### src/rtl/gpio_irq_pkg.sv
// gpio_irq_pkg
// Shared constants and types for the GPIO interrupt port: the register
// offsets on the bus, the trigger-code encoding and the register selector.
// Assumes byte addressing with 32-bit word registers.
package gpio_irq_pkg;

    localparam int OFS_W = 6;

    localparam logic [OFS_W-1:0] OFS_DATA   = 6'h00;
    localparam logic [OFS_W-1:0] OFS_DIR    = 6'h04;
    localparam logic [OFS_W-1:0] OFS_PAD    = 6'h08;
    localparam logic [OFS_W-1:0] OFS_CFG_LO = 6'h0C;
    localparam logic [OFS_W-1:0] OFS_CFG_HI = 6'h10;
    localparam logic [OFS_W-1:0] OFS_MASK   = 6'h14;
    localparam logic [OFS_W-1:0] OFS_STAT   = 6'h18;
    localparam logic [OFS_W-1:0] OFS_BOTH   = 6'h1C;

    typedef enum logic [1:0] {
        TRIG_LOW  = 2'd0,
        TRIG_HIGH = 2'd1,
        TRIG_RISE = 2'd2,
        TRIG_FALL = 2'd3
    } trig_e;

    typedef enum logic [3:0] {
        SEL_NONE,
        SEL_DATA,
        SEL_DIR,
        SEL_PAD,
        SEL_CFG_LO,
        SEL_CFG_HI,
        SEL_MASK,
        SEL_STAT,
        SEL_BOTH
    } reg_sel_e;

    // Map a byte offset to a register; anything unmatched selects nothing.
    function automatic reg_sel_e decode_ofs(input logic [OFS_W-1:0] ofs);
        case (ofs)
            OFS_DATA:   return SEL_DATA;
            OFS_DIR:    return SEL_DIR;
            OFS_PAD:    return SEL_PAD;
            OFS_CFG_LO: return SEL_CFG_LO;
            OFS_CFG_HI: return SEL_CFG_HI;
            OFS_MASK:   return SEL_MASK;
            OFS_STAT:   return SEL_STAT;
            OFS_BOTH:   return SEL_BOTH;
            default:    return SEL_NONE;
        endcase
    endfunction

endpackage

### src/rtl/gpio_sync.sv
// gpio_sync
// Two-stage synchronizer for a vector of asynchronous pad inputs.
// Assumes each bit is independent; no cross-bit coherence is promised.
module gpio_sync #(
    parameter int W = 32
) (
    input  logic         clk,
    input  logic         rst_n,
    input  logic [W-1:0] d_async,
    output logic [W-1:0] d_sync
);

    logic [W-1:0] stage1_q;
    logic [W-1:0] stage2_q;

    // Sample the pads twice to settle metastability.
    always_ff @(posedge clk) begin
        if (!rst_n) begin
            stage1_q <= '0;
            stage2_q <= '0;
        end else begin
            stage1_q <= d_async;
            stage2_q <= stage1_q;
        end
    end

    assign d_sync = stage2_q;

endmodule

### src/rtl/gpio_trig_detect.sv
// gpio_trig_detect
// Per-pin trigger evaluation. Combines the synchronized level, its value one
// cycle earlier, the 2-bit trigger code and the both-edge override into a
// one-cycle hit pulse (or a persistent hit for level modes).
// Assumes PINS is even; the lower half reads codes from cfg_lo and the upper
// half from cfg_hi, slot = pin mod (PINS/2).
module gpio_trig_detect
    import gpio_irq_pkg::*;
#(
    parameter int PINS = 32
) (
    input  logic [PINS-1:0]       cur,
    input  logic [PINS-1:0]       prev,
    input  logic [2*(PINS/2)-1:0] cfg_lo,
    input  logic [2*(PINS/2)-1:0] cfg_hi,
    input  logic [PINS-1:0]       both,
    output logic [PINS-1:0]       hit
);

    localparam int HALF = PINS / 2;

    for (genvar p = 0; p < PINS; p++) begin : g_pin
        localparam int SLOT = p % HALF;
        logic [1:0] code;
        logic       pin_hit;

        if (p < HALF) begin : g_lo
            assign code = cfg_lo[2*SLOT +: 2];
        end else begin : g_hi
            assign code = cfg_hi[2*SLOT +: 2];
        end

        // Pick the condition for this pin; the override beats the code.
        always_comb begin
            if (both[p]) begin
                pin_hit = cur[p] ^ prev[p];
            end else begin
                case (trig_e'(code))
                    TRIG_LOW:  pin_hit = ~cur[p];
                    TRIG_HIGH: pin_hit = cur[p];
                    TRIG_RISE: pin_hit = cur[p] & ~prev[p];
                    TRIG_FALL: pin_hit = ~cur[p] & prev[p];
                    default:   pin_hit = 1'b0;
                endcase
            end
        end

        assign hit[p] = pin_hit;
    end

endmodule

### src/rtl/gpio_irq_merge.sv
// gpio_irq_merge
// Sticky pending register with write-one-to-clear, and the masked
// interrupt reduction into lower-half, upper-half and whole-port lines.
// Assumes a hit in the same cycle as a clear wins, so no event is lost.
module gpio_irq_merge #(
    parameter int PINS = 32
) (
    input  logic            clk,
    input  logic            rst_n,
    input  logic [PINS-1:0] hit,
    input  logic [PINS-1:0] clr,
    input  logic [PINS-1:0] mask,
    output logic [PINS-1:0] status,
    output logic            irq_lo,
    output logic            irq_hi,
    output logic            irq_any
);

    localparam int HALF = PINS / 2;

    logic [PINS-1:0] status_q;
    logic [PINS-1:0] active;

    // Hold pending flags: clear on request, then set from fresh hits.
    always_ff @(posedge clk) begin
        if (!rst_n) begin
            status_q <= '0;
        end else begin
            status_q <= (status_q & ~clr) | hit;
        end
    end

    // Gate pending flags by the enable mask and reduce per half.
    always_comb begin
        active  = status_q & mask;
        irq_lo  = |active[HALF-1:0];
        irq_hi  = |active[PINS-1:HALF];
        irq_any = irq_lo | irq_hi;
    end

    assign status = status_q;

endmodule

### src/rtl/gpio_irq_port.sv
// gpio_irq_port
// GPIO port with per-pin interrupt detection. Holds the output, direction,
// trigger-configuration, both-edge, and mask registers; synchronizes the
// pads; evaluates triggers; and drives three masked interrupt lines.
// Assumes a single-cycle register bus: writes land at the clock edge,
// reads are combinational in the access cycle. All state resets to zero.
module gpio_irq_port
    import gpio_irq_pkg::*;
#(
    parameter int PINS = 32
) (
    input  logic             clk,
    input  logic             rst_n,
    input  logic             bus_en,
    input  logic             bus_we,
    input  logic [OFS_W-1:0] bus_addr,
    input  logic [PINS-1:0]  bus_wdata,
    output logic [PINS-1:0]  bus_rdata,
    input  logic [PINS-1:0]  pad_in,
    output logic [PINS-1:0]  pad_out,
    output logic [PINS-1:0]  pad_oe,
    output logic             irq_lo,
    output logic             irq_hi,
    output logic             irq_any
);

    localparam int HALF  = PINS / 2;
    localparam int CFG_W = 2 * HALF;

    reg_sel_e        sel;
    logic            wr;
    logic [PINS-1:0] data_q;
    logic [PINS-1:0] dir_q;
    logic [CFG_W-1:0] cfg_lo_q;
    logic [CFG_W-1:0] cfg_hi_q;
    logic [PINS-1:0] mask_q;
    logic [PINS-1:0] both_q;
    logic [PINS-1:0] pad_sync;
    logic [PINS-1:0] prev_q;
    logic [PINS-1:0] hit;
    logic [PINS-1:0] clr;
    logic [PINS-1:0] status_q;

    assign sel = decode_ofs(bus_addr);
    assign wr  = bus_en & bus_we;

    // Update the writable control registers from the bus.
    always_ff @(posedge clk) begin
        if (!rst_n) begin
            data_q   <= '0;
            dir_q    <= '0;
            cfg_lo_q <= '0;
            cfg_hi_q <= '0;
            mask_q   <= '0;
            both_q   <= '0;
        end else if (wr) begin
            case (sel)
                SEL_DATA:   data_q   <= bus_wdata;
                SEL_DIR:    dir_q    <= bus_wdata;
                SEL_CFG_LO: cfg_lo_q <= bus_wdata[CFG_W-1:0];
                SEL_CFG_HI: cfg_hi_q <= bus_wdata[CFG_W-1:0];
                SEL_MASK:   mask_q   <= bus_wdata;
                SEL_BOTH:   both_q   <= bus_wdata;
                default:    ;
            endcase
        end
    end

    gpio_sync #(.W(PINS)) u_sync (
        .clk     (clk),
        .rst_n   (rst_n),
        .d_async (pad_in),
        .d_sync  (pad_sync)
    );

    // Keep last cycle's synchronized level for edge comparison.
    always_ff @(posedge clk) begin
        if (!rst_n) begin
            prev_q <= '0;
        end else begin
            prev_q <= pad_sync;
        end
    end

    gpio_trig_detect #(.PINS(PINS)) u_detect (
        .cur    (pad_sync),
        .prev   (prev_q),
        .cfg_lo (cfg_lo_q),
        .cfg_hi (cfg_hi_q),
        .both   (both_q),
        .hit    (hit)
    );

    assign clr = (wr && sel == SEL_STAT) ? bus_wdata : '0;

    gpio_irq_merge #(.PINS(PINS)) u_merge (
        .clk     (clk),
        .rst_n   (rst_n),
        .hit     (hit),
        .clr     (clr),
        .mask    (mask_q),
        .status  (status_q),
        .irq_lo  (irq_lo),
        .irq_hi  (irq_hi),
        .irq_any (irq_any)
    );

    // Return the selected register; unused offsets read as zero.
    always_comb begin
        bus_rdata = '0;
        if (bus_en && !bus_we) begin
            case (sel)
                SEL_DATA:   bus_rdata = data_q;
                SEL_DIR:    bus_rdata = dir_q;
                SEL_PAD:    bus_rdata = pad_sync;
                SEL_CFG_LO: bus_rdata[CFG_W-1:0] = cfg_lo_q;
                SEL_CFG_HI: bus_rdata[CFG_W-1:0] = cfg_hi_q;
                SEL_MASK:   bus_rdata = mask_q;
                SEL_STAT:   bus_rdata = status_q;
                SEL_BOTH:   bus_rdata = both_q;
                default:    bus_rdata = '0;
            endcase
        end
    end

    assign pad_out = data_q;
    assign pad_oe  = dir_q;

endmodule

### config.mk
export PLATFORM = sky130hd
export DESIGN_NAME = gpio_irq_port
export DESIGN_NICKNAME = d
export VERILOG_FILES = /design/src/rtl/gpio_irq_pkg.sv /design/src/rtl/gpio_sync.sv /design/src/rtl/gpio_trig_detect.sv /design/src/rtl/gpio_irq_merge.sv /design/src/rtl/gpio_irq_port.sv
export SDC_FILE = /design/constraint.sdc
export NUM_CORES = 1
export LEC_CHECK = 0
export BUFFER_PORTS_ARGS = -buffer_cell sky130_fd_sc_hd__buf_4
export CORE_MARGIN = 2
export CORE_UTILIZATION = 51
export CTS_CLUSTER_SIZE = 14
export DETAILED_ROUTE_END_ITERATION = 6
export PLACE_DENSITY = 0.71
export REMOVE_ABC_BUFFERS = 1
export SETUP_SLACK_MARGIN = 0.05
export SLEW_MARGIN = 20
export SYNTH_ARGS = -nofsm -noshare
export SYNTH_HDL_FRONTEND = slang
export SYNTH_SLANG_ARGS = --single-unit
### constraint.sdc
create_clock -name clk -period 2.6 [get_ports clk]
set_clock_uncertainty 0.15 [all_clocks]
set_input_delay 0.26 -clock clk [delete_from_list [all_inputs] [get_ports clk]]
set_output_delay 0.26 -clock clk [all_outputs]
set_load 0.03 [all_outputs]
# Word-level counts from Yosys, hierarchy flattened
# Memory sizes are Yosys's and may differ from the RTL's.
# Index checks and enable logic that the tools add are counted.
# totals
ff_bits	320
romBits	128
input_bits	74
output_inout_bits	99
word_cells	392
n_memories	1
# mem_list
name	depth	word_bits	rd	rd_ports_with_merged_regs	write_ports	line_no	text
(name not given)	32	4	1	0	0	gpio_irq_pkg.sv:39	case (ofs)
# op_classes
eq_ne	104
mux	68
bitwise	166
reduce_logical	43
# op_table
operator	count
case mux 32 bit (8 select lines)	1
equality test 2 bit, second input constant	64
case mux 1 bit (4 select lines)	32
AND 1 bit	65
AND 32 bit	2
equality test 2 x 1 -> 1 bit, second input constant	32
logical NOT 2 bit	32
2-to-1 mux 32 bit	2
inverter 1 bit	64
2-to-1 mux 1 bit	32
inverter 32 bit	1
bitwise OR 32 bit	1
OR reduction 16 bit	2
XOR 1 bit	32
equality test 4 x 3 -> 1 bit, second input constant	4
AND reduction 2 bit	6
equality test 4 x 2 -> 1 bit, second input constant	2
equality test 4 x 1 -> 1 bit, second input constant	1
equality test 4 bit, second input constant	1
2-to-1 mux 4 bit	1
logical AND 1 bit	2
logical NOT 1 bit	1
bitwise OR 1 bit	1

# Depth between registers and ports, before layout
# Gate-level depths: netlist (run 1).
# An unclocked memory read counts as a cell.
# logic_depth
depth_word	8
mapped_depth	7
depth_no_buf	6

# Hierarchy
# A second synthesis (run 1) with hierarchy kept.
# hier_totals
hier_cells	1820
hier_area_um2	16067.9
# by_module_without_submodules
module	instances	cells_each	area_per_inst_um2	seq_area_each_um2
gpio_irq_port	1	1212	10267.3	4484.3
gpio_trig_detect	1	356	2707.6	0.0
gpio_sync	1	134	1791.7	1281.2
gpio_irq_merge	1	118	1301.2	640.6

# Worst setup path after synthesis (run 1)
# No wires, ideal clock.
# synth_timing
path_kind	input port to output port
start	input bus_addr[4]
end	output bus_rdata[29]
t_arrival_ps	1926
t_required_ps	2190
setup_slack_ps	264
path_stages	6
cell_sequence	or4_1 -> buf_6 -> buf_6 -> buf_2 -> o22a_1 -> a31oi_1
# synth_via
elab_chain_len	5
elab_cells_between_ends	12
# synth_lines
element	line_no	text
start: declaration	gpio_irq_port.sv:16	input logic [OFS_W-1:0] bus_addr,
memory read (32 x 4 bit) *	-	
2-to-1 mux 4 bit *	gpio_irq_pkg.sv:39	
equality test 4 bit (tied with other cells)	gpio_irq_port.sv:112	case (sel)
case mux 32 bit (8 select lines) *	gpio_irq_port.sv:112	
2-to-1 mux 32 bit *	gpio_irq_port.sv:111	if (bus_en && !bus_we) begin
end: declaration	gpio_irq_port.sv:18	output logic [PINS-1:0] bus_rdata,
# Mark *: on every way between the ends. The rest lies on a longest branch, timed or not.

# Worst setup path in the final report (run 1)
# layout_timing
start	register mask_q[0]
end	output irq_any
# layout_via
elab_chain_len	3
# layout_lines
element	line_no	text
start: declaration	gpio_irq_port.sv:36	logic [PINS-1:0] mask_q;
start signal: assignment	gpio_irq_port.sv:62	SEL_MASK: mask_q <= bus_wdata;
AND 32 bit	gpio_irq_merge.sv:35	active = status_q & mask;
OR reduction 16 bit	gpio_irq_merge.sv:36	irq_lo = |active[HALF-1:0];
bitwise OR 1 bit	gpio_irq_merge.sv:38	irq_any = irq_lo | irq_hi;
end: declaration	gpio_irq_port.sv:24	output logic irq_any
# Every way passes these cells.

==> impl_results.md, run 1 <==
* Initial core utilization at around half
* Largest net degree at the start of global routing at 84
* Die Area at around 32000 µm²
* Area Overhead vs Synth at 23.6%
* H-tree levels at 2
* WL/cell at slightly above 20 µm
* Placed wire-length estimate at about 34000 µm
* Switching share of power at a little under a quarter
* Final min period at approximately 2500 ps
* DRT iter0 DRCs at between 1k and 1.5k
* Post-synth EDFFs at 0
* Sequential area share after synthesis at ~40%
* Relative slew margins at between 60% and 70%
* Yosys reg bits at 320
* Net Sw Power at roughly 2.5 mW
* Port Buffer Count at between 150 and 200
* CTS Buf Count at 36
* Commonest non-fill, non-tap cell in the layout: nand2_1
* Worst-path clk slew at approximately 60 ps
* Primary FF master, synth: dfxtp_1
* CP Data Required Time at 2190 ps
* Post-DRT Antenna Nets at 0
* Area leader, netlist: dfxtp_1
* Antenna diodes at 0
* Share of cells above drive strength 1 at 19.8%
* HP Class: input port to register
* Slowest cell on the critical path: dfxtp_1
* First-pass GRT wire length at around 76000 µm
* Startpoint Class: register
* Fmax at between 300 and 400 MHz
* # Max-Cap Violations at 0
* Overflow left after global routing at 0
* Final Hold Viols at 0
* Unrepaired setup endpoints after global routing: false
* Period Utilization, post-route at approximately 97%
* Core area at roughly 30000 µm²
* Clk_lat worst skew at about 520 ps
* Comb pwr share at around 7.3%
* WS Path Type: register to output port
* Clock Root Buffer: clkbuf_16
* Die Span X at ~180 µm
* Yosys top cell area share at ~41%
* Max FO, Critical Path at 3
* # DRC at 0
* Setup TNS Final at 0 ps
* Worst-margin pin slew at between 500 and 600 ps
* # nets final at approximately 2.1k
* Clock share of power at between 40% and 50%
* Via density at between 5 and 6
* Post-synthesis cell count at approximately 1.8k
* Filler Cells Inserted at around 2.6k
* Mapped cell area at about 16000 µm²
* Die Span Y at 179 µm
* Final estimated routing congestion in global placement at around 0.88
* Status: finished clean
* Sequential Power Share at 47.4%
* Maximum buffer depth of the clock tree at 3
* Hold_ws at approximately 100 ps
* Vias in the first global route at 13.7k
* Syn Area/Cell at a little under 9 µm²
* Drt total wl at 49800 µm
* Yosys warnings at 0
* Slowest stage delay, CP at around 370 ps
* P_int at ~8.2 mW
* Most frequent CP cell: buf_6
* CTS sink count at between 300 and 400
* IO Count at between 150 and 200
* Initial antenna violation count at 0
* Via count at between 10k and 15k
* Site Rows at 64
* Peak supply drop at between 400 and 500 µV
* Commonest cells after routing, fill and taps aside: nand2_1 (444), dfxtp_1 (318), buf_4 (226)
* FFs w/ async S/R, synth at 0%
* TritonRoute pass-1 iters at 7
* CTS tree: yes
* Critical Path End Type: output port
* Worst path cell trace: a22o_1 > a221oi_1 > nand4_1 > buf_6 > or2_4 > buf_6
* Max-slew violation count at 0
* Yosys cell types at 49
* Pwr/cell area at ~550 nW/µm²
* Final setup viols at 0
* Crit path DAT at 2110 ps
* GRT Util Overall at between 30% and 40%
* Lkg Pwr at a little over 7 nW
* Synth area leaders: dfxtp_1 (41%), nand2_1 (11%), a21boi_1 (6.9%)
==> cell type report <==
cell class	count	area [µm²]	area share, %
clock inverter	11	82.6	0.426
multi-input combinational	1230	8440	43.5
timing repair buffer	304	2590	13.4
inverter	94	353	1.82
clock buffer	48	1020	5.25
sequential	320	6410	33.0
tap	396	495	2.56
==> cell usage after synthesis, types with 8 or more instances <==
library cell    n
clkbuf_1       71
a21boi_0       17
o2111ai_1      13
o22a_1         19
inv_1          94
a22oi_1        19
nand2_1       444
nor2b_1        36
nor3b_1        17
o41a_1         17
mux4_2         26
a21oi_1        74
mux2i_1        38
a21boi_2       60
dfxtp_1       320
o311ai_0       13
a2111oi_0      17
a221oi_1        8
buf_2          25
ha_1           64
buf_6           9
nand3_1        19
a21boi_1      145
and2_1         98
o21ai_0        13
a22o_1         21
a211oi_1       18
==> routing by layer <==
metal	share of wire [%]	wire, µm	vias up	global-route usage [%]
li1	-	-	6495	-
met1	42	20800	6845	40.5
met2	46	23000	575	50.0
met3	7.7	3820	137	4.54
met4	4.6	2280	0	14.2
met5	0	0	-	0
==> final timing paths <==
check / startpoint / end / slack [ps] / depth (start not counted)
worst max-delay path: mask_q[0] / irq_any / 80 / 6
worst min-delay path: rst_n / u_merge.status[0] / 100 / 2
worst max register to register: u_sync.d_sync[22] / u_merge.status[22] / 900 / 5
worst min register to register: u_sync.stage1_q[23] / u_sync.d_sync[23] / 280 / 1
==> sequential cells by signal (all words and copies together) (netlist names) <==
register	cells
both_q	32
cfg_hi_q	32
cfg_lo_q	32
mask_q	32
pad_oe	32
pad_out	32
prev_q	32
u_merge.status	32
u_sync.d_sync	32
u_sync.stage1_q	32
==> logic make-up after synthesis <==
family                     after synthesis  share of synthesized area [%]
DFF                                    320                           40.8
buffers and inverters                  206                           5.68
AOI/OAI and AO/OA                      460                           23.2
adders and majority gates               64                           5.10
and+or+nand+nor                        638                           18.7
muxes                                   66                           6.30
xor gates and xnor gates                 2                          0.112
==> per-stage QoR <==
step                power (mW)  cells  area, µm²  worst slack (ps)  utilization, %
floorplan                 5.47   1644      15100              37.6               -
global placement          5.87   2279      17600               163            57.8
detailed placement        5.89   2279      17600               158            57.8
CTS                       10.8   2403      19400              87.3            63.7
global route              11.0   2403      19400              51.5            63.7
finish                    10.7   2403      19400              81.5            63.7
==> power groups by stage <==
| stage | Sequential, mW | Clock, mW | Combinational, mW |
|---|---|---|---|
| 6_report | 5.09 | 4.86 | 0.785 |
| 5_1_grt | 5.10 | 5.08 | 0.846 |
| 4_1_cts | 5.09 | 4.92 | 0.777 |
| 3_5_place_dp | 5.20 | 0 | 0.695 |
| 3_3_place_gp | 5.19 | 0 | 0.678 |
| 2_1_floorplan | 5.16 | 0 | 0.306 |
==> critical path, delay by kind of cell (launching register included) <==
family,cells,cell delay (ps)
buffers and inverters,2,320
flip-flops,1,370
AND/OR/NAND/NOR,2,420
AO/OA/AOI/OAI,2,480
==> repair_timing <==
action | 4_1_cts | 5_1_grt
endpoints found under the hold margin | 238 | 0
pin swaps | 3 | 1
setup endpoints to repair | 1 | 1
gates resized for setup | 8 | 3
buffers inserted | 1 | 0
hold buffers | 64 | 0
Note: power is estimated with default switching activity, not from simulation.
==> run 2, diff against run 1 <==
--- a/config.mk
+++ b/config.mk
@@ -10,7 +10,8 @@
 export CORE_UTILIZATION = 51
 export CTS_CLUSTER_SIZE = 14
 export DETAILED_ROUTE_END_ITERATION = 6
-export PLACE_DENSITY = 0.71
+export MAX_ROUTING_LAYER = met4
+export PLACE_DENSITY = 0.76
 export REMOVE_ABC_BUFFERS = 1
 export SETUP_SLACK_MARGIN = 0.05
 export SLEW_MARGIN = 20
==> run 2 against run 1 <==
The run now ends with DRC, setup timing left. Maximum frequency decreased by 3.5%. Non-clock buffer count grew 4. Global-route usage grew 1.1 points. Sequential power about the same. Register-to-register slack got worse by 30 ps. Setup slack worse by 91 ps. Clock power rose by 8.0%. Power up 3.7%. Critical path depth up 1. Critical path type unchanged. Largest power group is now the clock network.
==> impl_results.md, run 2 (same netlist as run 1, synthesis figures left out) <==
* Status: complete, but fails checks
* Failing checks: DRC, setup timing
* Worst R2R Path Depth at 5
* TritonRoute pass-1 iters at 7
* H-tree levels at 2
* # placed instances at roughly 2.3k
* Max FO, Critical Path at 2
* Design area at between 15000 and 20000 µm²
* Setup TNS Final at -9.09 ps
* Via count at between 10k and 15k
* Placed wire-length estimate at between 30000 and 40000 µm
* Startpoint Class: register
* Slowest stage delay, CP at roughly 360 ps
* First-pass GRT wire length at ~77000 µm
* Period Utilization, post-route at 100%
* Commonest non-fill, non-tap cell in the layout: nand2_1
* Die Span X at 179 µm
* Port Buffer Count at 172
* Most frequent CP cell: buf_4
* Final Hold Viols at 0
* Max-slew violation count at 0
* Worst r2r dst: u_merge.status[9]
* Clock Root Buffer: clkbuf_16
* # DRC at 1
* Worst setup margin at -9.09 ps
* Initial core utilization at slightly above 50%
* Die Span Y at roughly 180 µm
* Lkg Pwr at 7.23 nW
* Slowest cell on the critical path: dfxtp_4
* Pwr/cell area at ~570 nW/µm²
* GRT Util Overall at 31.9%
* CP Depth at 7
* Die Area at 32200 µm²
* Crit path DAT at 2200 ps
* HP Class: input port to register
* Drt total wl at about 50000 µm
* Tot Pwr at 11.1 mW
* Antenna diodes at 0
* Peak supply drop at 398 µV
* # nets final at between 2k and 2.5k
* CTS tree: yes
* Unrepaired setup endpoints after global routing: true
* Final estimated routing congestion in global placement at 0.951
* Commonest cells after routing, fill and taps aside: nand2_1 (444), dfxtp_1 (318), buf_4 (228)
* Final min period at 2610 ps
* Share of cells above drive strength 1 at between 10% and 20%
* Final Util at 64.2%
* IO Count at about 170
* CP Buf/Inv Count at 3
* Maximum buffer depth of the clock tree at 3
* CTS Buf Count at 36
* Worst path cell trace: a22o_1 > a221oi_2 > buf_4 > nand4_1 > buf_4 > or2_4 > buf_6
* WL/cell at between 20 and 25 µm
* Core area at ~30000 µm²
* Worst-path clk slew at about 60 ps
* Site Rows at 64
* WS Path Type: register to output port
* Critical Path End Type: output port
* Beginning of the worst hold path: rst_n
* Hold EP: pad_out[0]
* Finished Layout Cells at around 2.4k
* Worst Hold Depth at 2
* Via density at between 5 and 6
* Reg2reg start: u_sync.d_sync[9]
* DRT iter0 DRCs at 1461
* Critical path origin: u_merge.status[11]
* Fmax at approximately 380 MHz
* Overflow left after global routing at 0
* Clk_lat worst skew at 520 ps
* CP Data Required Time at about 2200 ps
* Vias in the first global route at between 10k and 15k
* Area Overhead vs Synth at 24.6%
* # Max-Cap Violations at 0
* Relative slew margins at 63.3%
* Placed instance area at 17600 µm²
* Worst-margin pin slew at between 500 and 600 ps
* R2R setup slack at approximately 870 ps
* CTS sink count at 320
* Cell family with most CP delay: buffers and inverters
* Final setup viols at 1
* Post-DRT Antenna Nets at 0
* Initial antenna violation count at 0
* Largest net degree at the start of global routing at 91
run 2: cell count changes in the layout (fill, tap and decap cells not counted), sizes merged:
| cell | change |
|---|---|
| buf | +4 |
| bufinv | +3 |
| clkbuf | +5 |
| clkinv | -7 |
| inv | +1 |
run 2: power breakdown:
part           total [mW]  switching (mW)  internal, mW  leakage [nW]
sequential           5.09          0.0901          5.00          2.61
combinational       0.798           0.402         0.396          4.03
clock                5.25            2.02          3.23         0.593
run 2: worst max-delay path by stage:
stage / endpoint
final: irq_any
after CTS: irq_any
after floorplan: bus_rdata[10]
after global routing: irq_any
after global placement: bus_rdata[16]
after detailed placement: bus_rdata[30]
run 2: layer usage:
| layer | global-route usage, % | routed length, µm | up-vias |
|---|---|---|---|
| li1 | - | - | 6515 |
| met1 | 40.3 | 20200 | 6805 |
| met2 | 50.9 | 23400 | 642 |
| met3 | 4.45 | 3990 | 147 |
| met4 | 14.0 | 2320 | 0 |
| met5 | - | 0 | - |
run 2: timing repair:
item / CTS / global route
endpoints found under the setup margin: 1 / 2
hold buffers: 64 / 0
pin swaps: 4 / 1
resized for setup: 9 / 1
setup buffers: 1 / 1
hold endpoints to repair: 236 / 0
run 2: final cells by class:
| class | count | area (µm²) |
|---|---|---|
| sequential | 320 | 6410 |
| clock inverter | 8 | 149 |
| tap | 396 | 495 |
| inverter | 94 | 353 |
| multi-input combinational | 1230 | 8420 |
| clock buffer | 53 | 1070 |
| fill | 2476 | 10900 |
| timing repair buffer | 308 | 2650 |
run 2: per-stage QoR:
stage / worst slack, ps / hold slack (ps)
floorplan: 37.6 / 232
CTS: 11.7 / 186
finish: -9.09 / 198
global route: -44.6 / 239
global placement: 165 / 264
detailed placement: 148 / 268
